[src/rtl/walker_pkg.sv]
package walker_pkg;

  typedef enum logic [2:0] {
    K_H0, K_GL, K_GH, K_LOC, K_SZ, K_PRM
  } fetch_e;

  typedef enum logic [2:0] {
    S_IDLE, S_ISSUE, S_WAIT, S_EMITF, S_EMITP, S_ADV, S_DONE
  } state_e;

  typedef struct packed {
    logic [3:0]  kind;
    logic [7:0]  ver;
    logic        last;
    logic [23:0] nxt;
    logic [3:0]  rev;
    logic [11:0] id;
  } hdr_t;

  typedef struct packed {
    logic [31:0] rsize;
    logic        pflag;
    logic [14:0] grp;
    logic [15:0] inst;
  } size_t;

  typedef struct packed {
    logic [28:0] nxt;
    logic        pend;
    logic [15:0] ver;
    logic [15:0] id;
  } prm_t;

  function automatic hdr_t unpack_hdr(input logic [63:0] w);
    return hdr_t'({w[63:52], w[40:0]});
  endfunction

  function automatic prm_t unpack_prm(input logic [63:0] w);
    return prm_t'({w[63:35], w[32:0]});
  endfunction

endpackage

[src/rtl/walk_rst_sync.sv]
module walk_rst_sync (
  input  logic clk,
  input  logic rst_n,
  output logic rst_sync_n
);
  logic [1:0] sync_q;

  always_ff @(posedge clk or negedge rst_n) begin
    if (!rst_n) sync_q <= 2'b00;
    else        sync_q <= {sync_q[0], 1'b1};
  end

  assign rst_sync_n = sync_q[1];
endmodule

[src/rtl/walk_rd_port.sv]
module walk_rd_port #(
  parameter int AW = 32
) (
  input  logic          clk,
  input  logic          rst_n,
  input  logic          issue_i,
  input  logic [AW-1:0] addr_i,
  input  logic          rd_valid_i,
  output logic          rd_req_o,
  output logic [AW-1:0] rd_addr_o,
  output logic          resp_ok_o
);
  logic          req_q, req_d, pend_q, pend_d;
  logic [AW-1:0] addr_q, addr_d;

  always_comb begin
    req_d  = issue_i;
    addr_d = issue_i ? addr_i : addr_q;
    pend_d = pend_q;
    if (issue_i)         pend_d = 1'b1;
    else if (rd_valid_i) pend_d = 1'b0;
  end

  always_ff @(posedge clk or negedge rst_n) begin
    if (!rst_n) begin
      req_q  <= 1'b0;
      pend_q <= 1'b0;
      addr_q <= '0;
    end else begin
      req_q  <= req_d;
      pend_q <= pend_d;
      addr_q <= addr_d;
    end
  end

  assign rd_req_o  = req_q;
  assign rd_addr_o = addr_q;
  assign resp_ok_o = rd_valid_i & pend_q;
endmodule

[src/rtl/walk_limit.sv]
module walk_limit #(
  parameter int MAX = 16,
  localparam int CW = $clog2(MAX + 1)
) (
  input  logic          clk,
  input  logic          rst_n,
  input  logic          clr_i,
  input  logic          inc_i,
  output logic [CW-1:0] cnt_o
);
  logic [CW-1:0] cnt_q, cnt_d;

  always_comb begin
    cnt_d = cnt_q;
    if (clr_i)                          cnt_d = '0;
    else if (inc_i && cnt_q != CW'(MAX)) cnt_d = cnt_q + 1'b1;
  end

  always_ff @(posedge clk or negedge rst_n) begin
    if (!rst_n) cnt_q <= '0;
    else        cnt_q <= cnt_d;
  end

  assign cnt_o = cnt_q;
endmodule

[src/rtl/hdr_walker.sv]
module hdr_walker
  import walker_pkg::*;
#(
  parameter int          AW          = 32,
  parameter int          MAX_FEAT    = 16,
  parameter int          MAX_PARAM   = 4,
  parameter logic [3:0]  GUID_KIND_A = 4'd1,
  parameter logic [3:0]  GUID_KIND_B = 4'd4,
  localparam int         FCW         = $clog2(MAX_FEAT + 1),
  localparam int         PCW         = $clog2(MAX_PARAM + 1)
) (
  input  logic           clk,
  input  logic           rst_n,
  input  logic           start_i,
  input  logic [AW-1:0]  base_i,
  output logic           rd_req_o,
  output logic [AW-1:0]  rd_addr_o,
  input  logic           rd_valid_i,
  input  logic [63:0]    rd_data_i,
  output logic           feat_valid_o,
  output logic [3:0]     feat_type_o,
  output logic [7:0]     feat_ver_o,
  output logic [11:0]    feat_id_o,
  output logic [3:0]     feat_rev_o,
  output logic [AW-1:0]  feat_addr_o,
  output logic [127:0]   feat_guid_o,
  output logic [AW-1:0]  feat_regaddr_o,
  output logic           feat_regabs_o,
  output logic [31:0]    feat_regsize_o,
  output logic [14:0]    feat_group_o,
  output logic [15:0]    feat_inst_o,
  output logic           param_valid_o,
  output logic [15:0]    param_id_o,
  output logic [15:0]    param_ver_o,
  output logic           done_o,
  output logic           err_o,
  output logic [FCW-1:0] count_o
);
  localparam logic [AW-1:0] OFS_GL  = AW'(8);
  localparam logic [AW-1:0] OFS_GH  = AW'(16);
  localparam logic [AW-1:0] OFS_LOC = AW'(24);
  localparam logic [AW-1:0] OFS_SZ  = AW'(32);
  localparam logic [AW-1:0] OFS_PRM = AW'(40);

  logic rst_i_n;
  walk_rst_sync u_rst (.clk(clk), .rst_n(rst_n), .rst_sync_n(rst_i_n));

  state_e        state_q, state_d;
  fetch_e        kind_q, kind_d;
  logic [AW-1:0] hdr_q, hdr_d, prm_q, prm_d, loc_q, loc_d, iss_addr;
  hdr_t          h0_q, h0_d, nh;
  logic [127:0]  guid_q, guid_d;
  size_t         sz_q, sz_d;
  prm_t          pw_q, pw_d;
  logic          err_q, err_d;
  logic          issue, resp_ok, fclr, finc, pclr, pinc, is_v1;
  logic [FCW-1:0] fcnt;
  logic [PCW-1:0] pcnt;

  walk_rd_port #(.AW(AW)) u_port (
    .clk(clk), .rst_n(rst_i_n), .issue_i(issue), .addr_i(iss_addr),
    .rd_valid_i(rd_valid_i), .rd_req_o(rd_req_o), .rd_addr_o(rd_addr_o),
    .resp_ok_o(resp_ok)
  );

  walk_limit #(.MAX(MAX_FEAT)) u_flim (
    .clk(clk), .rst_n(rst_i_n), .clr_i(fclr), .inc_i(finc), .cnt_o(fcnt)
  );

  walk_limit #(.MAX(MAX_PARAM)) u_plim (
    .clk(clk), .rst_n(rst_i_n), .clr_i(pclr), .inc_i(pinc), .cnt_o(pcnt)
  );

  assign issue = (state_q == S_ISSUE);
  assign finc  = (state_q == S_EMITF);
  assign pinc  = resp_ok && (kind_q == K_PRM);
  assign is_v1 = (h0_q.ver == 8'd1);
  assign nh    = unpack_hdr(rd_data_i);

  always_comb begin
    case (kind_q)
      K_GL:    iss_addr = hdr_q + OFS_GL;
      K_GH:    iss_addr = hdr_q + OFS_GH;
      K_LOC:   iss_addr = hdr_q + OFS_LOC;
      K_SZ:    iss_addr = hdr_q + OFS_SZ;
      K_PRM:   iss_addr = prm_q;
      default: iss_addr = hdr_q;
    endcase
  end

  always_comb begin
    state_d = state_q; kind_d = kind_q; hdr_d = hdr_q; prm_d = prm_q;
    h0_d = h0_q; guid_d = guid_q; loc_d = loc_q; sz_d = sz_q; pw_d = pw_q;
    err_d = err_q; fclr = 1'b0; pclr = 1'b0;
    case (state_q)
      S_IDLE: if (start_i) begin
        fclr = 1'b1; err_d = 1'b0; hdr_d = base_i; kind_d = K_H0;
        if (base_i[2:0] != 3'b000) begin
          err_d = 1'b1; state_d = S_DONE;
        end else state_d = S_ISSUE;
      end
      S_ISSUE: state_d = S_WAIT;
      S_WAIT: if (resp_ok) begin
        case (kind_q)
          K_H0: begin
            h0_d = nh; guid_d = '0; loc_d = '0; sz_d = '0;
            if (nh.ver == 8'd1 || nh.kind == GUID_KIND_A || nh.kind == GUID_KIND_B) begin
              kind_d = K_GL; state_d = S_ISSUE;
            end else state_d = S_EMITF;
          end
          K_GL: begin guid_d[63:0] = rd_data_i; kind_d = K_GH; state_d = S_ISSUE; end
          K_GH: begin
            guid_d[127:64] = rd_data_i;
            if (is_v1) begin kind_d = K_LOC; state_d = S_ISSUE; end
            else state_d = S_EMITF;
          end
          K_LOC: begin loc_d = rd_data_i[AW-1:0]; kind_d = K_SZ; state_d = S_ISSUE; end
          K_SZ:  begin sz_d = size_t'(rd_data_i); state_d = S_EMITF; end
          default: begin pw_d = unpack_prm(rd_data_i); state_d = S_EMITP; end
        endcase
      end
      S_EMITF: if (is_v1 && sz_q.pflag) begin
        pclr = 1'b1; prm_d = hdr_q + OFS_PRM; kind_d = K_PRM; state_d = S_ISSUE;
      end else state_d = S_ADV;
      S_EMITP: if (pw_q.pend) state_d = S_ADV;
      else if (pw_q.nxt == '0 || pcnt == PCW'(MAX_PARAM)) begin
        err_d = 1'b1; state_d = S_DONE;
      end else begin
        prm_d = prm_q + AW'({pw_q.nxt, 3'b000}); state_d = S_ISSUE;
      end
      S_ADV: if (h0_q.last) state_d = S_DONE;
      else if (h0_q.nxt == '0 || h0_q.nxt[2:0] != 3'b000 || fcnt == FCW'(MAX_FEAT)) begin
        err_d = 1'b1; state_d = S_DONE;
      end else begin
        hdr_d = hdr_q + AW'(h0_q.nxt); kind_d = K_H0; state_d = S_ISSUE;
      end
      default: state_d = S_IDLE;
    endcase
  end

  always_ff @(posedge clk or negedge rst_i_n) begin
    if (!rst_i_n) begin
      state_q <= S_IDLE; kind_q <= K_H0; hdr_q <= '0; prm_q <= '0;
      h0_q <= '0; guid_q <= '0; loc_q <= '0; sz_q <= '0; pw_q <= '0; err_q <= 1'b0;
    end else begin
      state_q <= state_d; kind_q <= kind_d; hdr_q <= hdr_d; prm_q <= prm_d;
      h0_q <= h0_d; guid_q <= guid_d; loc_q <= loc_d; sz_q <= sz_d; pw_q <= pw_d;
      err_q <= err_d;
    end
  end

  assign feat_valid_o   = (state_q == S_EMITF);
  assign feat_type_o    = h0_q.kind;
  assign feat_ver_o     = h0_q.ver;
  assign feat_id_o      = h0_q.id;
  assign feat_rev_o     = h0_q.rev;
  assign feat_addr_o    = hdr_q;
  assign feat_guid_o    = guid_q;
  assign feat_regabs_o  = loc_q[0];
  assign feat_regaddr_o = loc_q[0] ? {loc_q[AW-1:1], 1'b0} : hdr_q + {loc_q[AW-1:1], 1'b0};
  assign feat_regsize_o = sz_q.rsize;
  assign feat_group_o   = sz_q.grp;
  assign feat_inst_o    = sz_q.inst;
  assign param_valid_o  = (state_q == S_EMITP);
  assign param_id_o     = pw_q.id;
  assign param_ver_o    = pw_q.ver;
  assign done_o         = (state_q == S_DONE);
  assign err_o          = err_q;
  assign count_o        = fcnt;
endmodule

[config.mk]
export PLATFORM = sky130hd
export DESIGN_NAME = hdr_walker
export DESIGN_NICKNAME = d
export VERILOG_FILES = /design/src/rtl/walker_pkg.sv /design/src/rtl/walk_rst_sync.sv /design/src/rtl/walk_rd_port.sv /design/src/rtl/walk_limit.sv /design/src/rtl/hdr_walker.sv
export SDC_FILE = /design/constraint.sdc
export NUM_CORES = 1
export LEC_CHECK = 0
export BUFFER_PORTS_ARGS = -buffer_cell sky130_fd_sc_hd__clkbuf_2
export CORE_MARGIN = 4
export CORE_UTILIZATION = 50
export CTS_CLUSTER_SIZE = 24
export DETAILED_ROUTE_END_ITERATION = 8
export PLACE_DENSITY = 0.8
export SYNTH_ARGS = -nofsm -noshare
export SYNTH_HDL_FRONTEND = slang
export SYNTH_SLANG_ARGS = --single-unit
[constraint.sdc]
create_clock -name clk -period 13.3 [get_ports clk]
set_clock_uncertainty 0.15 [all_clocks]
set_input_delay 1.33 -clock clk [delete_from_list [all_inputs] [get_ports clk]]
set_output_delay 1.33 -clock clk [all_outputs]
set_load 0.1 [all_outputs]
Word-level counts from Yosys, hierarchy flattened
Cells that the tools add are included.

Logic and storage cells: 162. Register bits after elaboration: 454. Output and inout bits: 358.

Equal/unequal tests: 31. Bitwise logic cells: 2. Reductions and logical operators: 39. Add/subtract/negate cells: 10. Multiplexer cells: 52.

Operator list (number): $pmux 64 s2 (3); $mux 32 (7); $pmux 32 s2 (3); $pmux 32 s5 (1); $add 32x32->32 (2); $add 32x5->32 const B (2); $add 32x6->32 const B (2); $mux 3 (17); $pmux 3 s4 (3); $add 32x24->32 (1); $add 32x4->32 const B (1); $logic_not 29->1 (1); $logic_not 24->1 (1); $eq 3x3->1 const B (6); $pmux 3 s6 (1); $reduce_and 3->1 (6); $reduce_bool 2->1 (9); $eq 8x1->1 const B (2); $ne 2x2->1 const B (8); $eq 3x2->1 const B (4); $mux 1 (12); $mux 5 (2); $ne 3x3->1 const B (3); $reduce_and 9->1 (1); other kinds (23) (36).

Longest topological paths before layout
Gate-level depths: netlist of run 1.

Depth in word-level cells: 7. Mapped depth: 15.

Hierarchy
A second synthesis of run 1 with hierarchy kept.

Cells, all modules: 2606. Area, all modules: 25182.9 um^2.

Modules (own cells, without submodules): hdr_walker (times used 1, sequential area each 10259.8 um^2, area each 23244.8 um^2, cells each 2486); walk_rd_port (times used 1, sequential area each 850.8 um^2, area each 1408.9 um^2, cells each 73); walk_limit at u_flim (times used 1, sequential area each 125.1 um^2, area each 276.5 um^2, cells each 27); walk_limit at u_plim (times used 1, sequential area each 75.1 um^2, area each 198.9 um^2, cells each 17); walk_rst_sync (times used 1, sequential area each 50.0 um^2, area each 53.8 um^2, cells each 3).

Least setup slack after synthesis of run 1
Ideal clock, no wire load.

Kind: reg-to-output. Start: register hdr_q[1] (netlist: feat_addr_o[1]). End: output port feat_regaddr_o[29]. Path slack: 6554 ps. Required time: 11820 ps. Arrival time: 5266 ps. Cell stages (with the launch flop): 13. Path buffers: 0. Cell sequence: dfrtp_1 ha_1 inv_1 fa_1 nand2b_1 a21oi_2 o2111ai_2 a2111oi_2 nor3_2 a211oi_2 nor3_1 xor2_1 o21ai_0.

Word-level cells in the longest chain between the ends: 2.

Ends and longest elaborated chain: start, declared (RTL line hdr_walker.sv:50) `logic [AW-1:0] hdr_q, hdr_d, prm_q, prm_d, loc_q, loc_d, iss_addr;`; start signal, assigned (RTL line hdr_walker.sv:146) `state_q <= state_d; kind_q <= kind_d; hdr_q <= hdr_d; prm_q <= prm_d;`; $add 32x32->32 (RTL line hdr_walker.sv:160) `assign feat_regaddr_o = loc_q[0] ? {loc_q[AW-1:1], 1'b0} : hdr_q + {loc_q[AW-1:1], 1'b0};`; $mux 32 (RTL line hdr_walker.sv:160); end, declared (RTL line hdr_walker.sv:27) `output logic [AW-1:0] feat_regaddr_o,`.

Every way passes these cells.

Worst setup path after layout of run 1
Start: register hdr_q[8] (netlist: feat_addr_o[8]). End: output port feat_regaddr_o[31].

The elaborated chain is that of the path after synthesis.

==> results.sh, run 1 <==
export IMPL_regToRegEndpoint="u_port.rd_addr_o[31]"
export IMPL_wl_um=92600
export IMPL_initial_utilization_pct=50.5
export IMPL_fin_ws_ns=7.51
export IMPL_hold_end="u_rst.sync_q[1]"
export IMPL_synth_cell_types=87
export IMPL_grt_pass1_wl_um=138000
export IMPL_vias_per_cell=6.21
export IMPL_clkLatencyLatePin_ns=0.61
export IMPL_maxCapViolCount=0
export IMPL_reg2regPathDepth=12
export IMPL_vias=22600
export IMPL_synth_xor_area_share_pct=3.06
export IMPL_end_kind="output port"
export IMPL_synthAdderAreaFrac_pct=4.88
export IMPL_layout_common_cells="457 x clkbuf_2, 452 x dfrtp_1, 375 x nand2_1"
export IMPL_dp_slack_ns=8.18
export IMPL_numCtsBuffers=49
export IMPL_maxSlewHeadroom_pct=30.3
export IMPL_final_common_cell="clkbuf_2"
export IMPL_critPathRequiredTime_ns=11.82
export IMPL_synth_area_um2=25200
export IMPL_status="finished clean"
export IMPL_drt_first_iter_violations=2309
export IMPL_place_hpwl_um=69100
export IMPL_seq_area_frac_synth_pct=45.1
export IMPL_antenna_found_initial=4
export IMPL_whs_path_depth=0
export IMPL_setup_viol=0
export IMPL_cts_sinks=454
export IMPL_die_w_um=233
export IMPL_crit_type="reg -> out"
export IMPL_cts_hold_fix_buffers=0
export IMPL_hold_viol=0
export IMPL_h_tree_depth=2
export IMPL_synth_compound_area_share_pct=19.9
export IMPL_cts_resized=0
export IMPL_synth_ff_type="dfrtp_1"
export IMPL_tightestPinTransition_ns=1.04
export IMPL_synth_area_per_cell_um2=9.44
export IMPL_grt_pass1_vias=22000
export IMPL_ys_ff_latch=454
export IMPL_period_needed_ns=5.79
export IMPL_ant_nets=0
export IMPL_clkTransAtPathRegs_ns=0.06
export IMPL_grt_usage_pct=33.4
export IMPL_utilization_pct=57.9
export IMPL_yosys_mux_area_fraction_pct=5.79
export IMPL_slew_violations=0
export IMPL_cts_tree="done"
export IMPL_dieArea_um2=54100
export IMPL_period_share_pct=43.5
export IMPL_nNetsFinal=3123
export IMPL_synth_top_family_by_area="compound AO/OA/AOI/OAI gates"
export IMPL_core_um2=50000
export IMPL_area_growth_pct=14.8
export IMPL_r2r_setup_slack_ns=9.49
export IMPL_yosysWarnings=0
export IMPL_drc=0
export IMPL_gp_routability_congestion=1.01
export IMPL_die_h_um=233
export IMPL_synth_simple_gate_area_share_pct=14.5
export IMPL_portBuffers=457
export IMPL_syn_inst=2669
export IMPL_layout_drive_gt1_share_pct=24.7
export IMPL_r2r_start="kind_q[1]"
export IMPL_cp_start_kind="flop"
export IMPL_finalSetupTns_ns=0
export IMPL_synthArstFlopShare_pct=100
export IMPL_rsz0062_at_grt="no"
export IMPL_fmax_ghz=0.173
export IMPL_row_count=82
export IMPL_path_max_fanout=16
export IMPL_io_pins=458
export IMPL_hold_path_class="reg -> reg"
export IMPL_synth_edf_count=0
export IMPL_post_drt_wl_per_cell_um=25.5
export IMPL_clockBufferDepth=3
export IMPL_overflow=0
export IMPL_cts_root_buffer="clkbuf_16"
export IMPL_dr_pass1_iters=5
export IMPL_post_cts_buffers=0
export IMPL_hold_start="u_rst.sync_q[0]"
export IMPL_arrival_ns=4.31
export IMPL_grt_start_max_net_pins=107
export IMPL_syn_num_nets=2865
==> Yosys cell counts, drive strengths merged, types with 7 or more instances <==
cell type,count,share of area (%)
o21a,22,0.66
nor4,21,0.52
o21ai,221,4.4
nor2,177,2.6
nor3,57,1.2
o211ai,12,0.36
a31oi,37,1.1
a21o,49,1.5
clkbuf,131,2.0
mux2i,12,0.48
a211oi,12,0.38
and3,31,0.77
o21bai,7,0.21
ha,92,4.6
buf,145,4.1
nand3,52,1.1
nand2b,13,0.32
a22o,129,4.5
nor3b,10,0.30
or3,13,0.34
a221oi,14,0.49
o22ai,18,0.45
mux2,119,5.3
a21oi,172,3.5
dfrtp,454,45
xnor2,53,1.8
nand4,28,0.69
inv,47,0.70
nand2,375,5.6
nor2b,13,0.32
o31ai,18,0.63
xor2,35,1.2
==> state kept, by name (all words and copies together), names as in the netlist, 25 cells and up <==
signal and count:
u_port.rd_addr_o 32, prm_q 32, pw_q 30, feat_regsize_o 32
feat_addr_o 32, h0_q 25, feat_guid_o 128, loc_q 32
==> per-layer routing <==
| layer | routed length (um) | GRT usage, % | part of all wire (%) | vias to the layer above |
|---|---|---|---|---|
| li1 | - | - | - | 9946 |
| met1 | 36700 | 44.7 | 40 | 11100 |
| met2 | 43000 | 53.4 | 46 | 1270 |
| met3 | 8160 | 6.46 | 8.8 | 265 |
| met4 | 4680 | 14.2 | 5.1 | 2 |
| met5 | 13 | 0 | 0.014 | - |
==> worst max path at each step <==
stage | startpoint | to | slack (ns) | depth (start not counted)
3_3_place_gp | feat_addr_o[8] | feat_regaddr_o[31] | 8.27 | 10
6_report | feat_addr_o[8] | feat_regaddr_o[31] | 7.51 | 10
4_1_cts | feat_addr_o[8] | feat_regaddr_o[31] | 7.53 | 10
3_5_place_dp | feat_addr_o[8] | feat_regaddr_o[31] | 8.18 | 10
2_1_floorplan | u_rst.sync_q[1] | err_o | 5.75 | 0
5_1_grt | feat_addr_o[8] | feat_regaddr_o[31] | 7.32 | 10
==> area by class of cell <==
class | count | area [um^2]
fillers | 4199 | 21000
clock inverters | 28 | 488
repair buffers | 483 | 2480
inverters | 49 | 184
clock buffers | 62 | 1340
multi-input cells | 1890 | 12200
flip-flops and latches | 454 | 11400
well taps | 672 | 841
diodes | 2 | 5.00
==> metrics by stage <==
| stage | hold WS [ns] | cells | area [um^2] |
|---|---|---|---|
| floorplan | 0.181 | 2669 | 25200 |
| global placement | 0.189 | 3548 | 27100 |
| detailed placement | 0.191 | 3548 | 27100 |
| CTS | 0.206 | 3638 | 28900 |
| global route | 0.216 | 3639 | 28900 |
| finish | 0.201 | 3640 | 28900 |
==> worst max-delay path, stage by stage, from the launching register on <==
cell and delay [ns]:
dfrtp_1 0.70, ha_1 0.39, a2111o_1 0.46, o2111ai_2 0.27
a2111oi_2 0.14, nor3_2 0.41, a211oi_2 0.14, o31ai_1 0.32
mux2i_1 0.25, xnor2_1 0.15, clkbuf_2 0.48
==> kinds of logic after synthesis <==
logic type | Yosys count
buffers and inverters | 325
multiplexers | 131
other | 1
AO/OA/AOI/OAI | 758
adder cells (fa/ha/maj) | 96
flip-flops | 454
XOR/XNOR | 88
AND/OR/NAND/NOR | 816
Power of run 1 is not shown: default switching activity piles up to over one toggle a cycle in this logic, so the estimate is an artifact.
==> run 2: changes to the inputs <==
Clock period 13.3 ns to 5 ns, I/O delays scaled along.
==> run 2 against run 1 <==
- global-route usage down 0.40 points
- core utilization up 0.12 points
- non-clock buffer count up 19
- critical endpoint unchanged
==> results.sh, run 2 (same netlist as run 1, synthesis figures left out) <==
export IMPL_dr_wl_met2_um=41400
export IMPL_r2r_start="feat_addr_o[1]"
export IMPL_hold_viol=0
export IMPL_dieArea_um2=54100
export IMPL_cp_start_kind="flop"
export IMPL_largest_reg_flops=128
export IMPL_wl_um=91700
export IMPL_overflow=0
export IMPL_antenna_found_initial=8
export IMPL_startpoint="feat_addr_o[1]"
export IMPL_vias=22600
export IMPL_area_growth_pct=15.0
export IMPL_ant_nets=0
export IMPL_clkTransAtPathRegs_ns=0.06
export IMPL_setup_viol=0
export IMPL_period_needed_ns=4.78
export IMPL_io_pins=458
export IMPL_final_cell_area_um2=29000
export IMPL_maxSlewHeadroom_pct=17.1
export IMPL_critPathMaxStageDelay_ns=0.50
export IMPL_placed_area_um2=27300
export IMPL_slowest_stage="a2111oi_2"
export IMPL_arrival_ns=4.13
export IMPL_cts_tree="done"
export IMPL_whs_path_depth=3
export IMPL_grt_start_max_net_pins=166
export IMPL_core_um2=50000
export IMPL_cp_num_buf_inv=2
export IMPL_drt_first_iter_violations=2283
export IMPL_multi_input_area_um2=12300
export IMPL_clkLatencyLatePin_ns=0.61
export IMPL_cts_root_buffer="clkbuf_16"
export IMPL_drc=0
export IMPL_die_h_um=233
export IMPL_cts_sinks=454
export IMPL_r2r_setup_slack_ns=1.44
export IMPL_nNetsFinal=3141
export IMPL_slew_violations=0
export IMPL_hold_ws_ns=0.0200
export IMPL_post_cts_buffers=0
export IMPL_end_kind="output port"
export IMPL_numCtsBuffers=48
export IMPL_regToRegEndpoint="feat_addr_o[26]"
export IMPL_row_count=82
export IMPL_final_common_cell="clkbuf_2"
export IMPL_finalSetupTns_ns=0
export IMPL_wl_met3_um=8200
export IMPL_layout_common_cells="456 x clkbuf_2, 451 x dfrtp_1, 375 x nand2_1"
export IMPL_grt_pass1_wl_um=137000
export IMPL_crit_type="reg -> out"
export IMPL_cp_depth=13
export IMPL_vias_per_cell=6.18
export IMPL_fillers=4288
export IMPL_initial_utilization_pct=50.5
export IMPL_fmax_ghz=0.209
export IMPL_seqCellArea_um2=11400
export IMPL_maxCapViolCount=0
export IMPL_clockBufferDepth=3
export IMPL_routed_top_layer="met5"
export IMPL_gp_routability_congestion=1.04
export IMPL_path_cells="ha_1 -> inv_1 -> fa_1 -> nand2b_1 -> a21oi_2 -> o2111ai_2 -> a2111oi_2 -> nor3_2 -> a211oi_2 -> o31ai_1 -> mux2i_1 -> xnor2_2 -> clkbuf_4"
export IMPL_reg2regPathDepth=11
export IMPL_tightestPinTransition_ns=1.24
export IMPL_status="finished clean"
export IMPL_rsz0062_at_grt="no"
export IMPL_grt_usage_pct=33.0
export IMPL_critPathRequiredTime_ns=4.35
export IMPL_path_max_fanout=4
export IMPL_critPathCapture="feat_regaddr_o[31]"
export IMPL_hold_path_class="in -> reg"
export IMPL_period_share_pct=95.5
export IMPL_post_drt_wl_per_cell_um=25.0
export IMPL_place_hpwl_um=67700
export IMPL_dr_pass1_iters=6
export IMPL_grt_pass1_vias=22000
export IMPL_h_tree_depth=2
export IMPL_die_w_um=233
export IMPL_drt_met1_wl_um=36300
export IMPL_layout_drive_gt1_share_pct=25.5
export IMPL_portBuffers=457
export IMPL_crit_family="compound AO/OA/AOI/OAI gates"
[run 2: cell count changes in the layout (fill, tap and decap cells not counted), moves of 3 or more]
cell / delta
bufinv_16: -9
inv_6: +3
o31ai_1: -4
dlygate4sd3_1: +3
o21ai_1: +12
diode_2: +3
clkbuf_8: +6
o31ai_2: +4
o21ai_0: -14
buf_4: +14
[run 2: worst min path at each step]
stage                              from                 end  slack [ns]
final                     rd_data_i[47]     feat_guid_o[47]        0.02
after detailed placement          rst_n     u_rst.sync_q[0]        0.14
after global placement            rst_n     u_rst.sync_q[0]        0.14
after global routing      rd_data_i[47]  feat_regsize_o[15]        0.02
after floorplan                   rst_n     u_rst.sync_q[0]        0.05
after CTS                 rd_data_i[51]    feat_guid_o[115]       0.003
[run 2: repair_timing]
| action | CTS | global route |
|---|---|---|
| endpoints found under the setup margin | 0 | 2 |
| hold buffers | 3 | 0 |
| endpoints found under the hold margin | 4 | 0 |
| gates resized for setup | 0 | 4 |
[run 2: metal layers]
| layer | GRT usage, % | up-vias |
|---|---|---|
| met1 | 43.8 | 11100 |
| met4 | 17.4 | 6 |
| met3 | 7.41 | 293 |
| met5 | 0 | - |
| met2 | 50.8 | 1278 |
| li1 | - | 9992 |
[run 2: worst min-delay path: cells and delay by family]
| kind | cells | cell delay (ns) |
|---|---|---|
| and+or+nand+nor | 1 | 0.06 |
| AOI/OAI and AO/OA | 1 | 0.06 |
| buffers and inverters | 1 | 0.11 |
[run 2: through the flow]
stage	setup slack, ns	std cells	utilization (%)
after floorplan	-0.0114	2669	-
after global placement	0.827	3564	54.6
after detailed placement	0.739	3564	54.6
after CTS	0.111	3657	58.0
after global routing	0.0518	3662	58.0
final	0.223	3662	58.0
[run 2: layout make-up]
cell class | instances | area share (%)
multi-input combinational | 1890 | 42.4
sequential | 454 | 39.2
timing repair buffer | 502 | 9.18
clock buffer | 67 | 4.88
tap | 672 | 2.90
clock inverter | 23 | 0.798
inverter | 49 | 0.634
antenna | 5 | 0.0432
Power of run 2 is left out for the same reason.
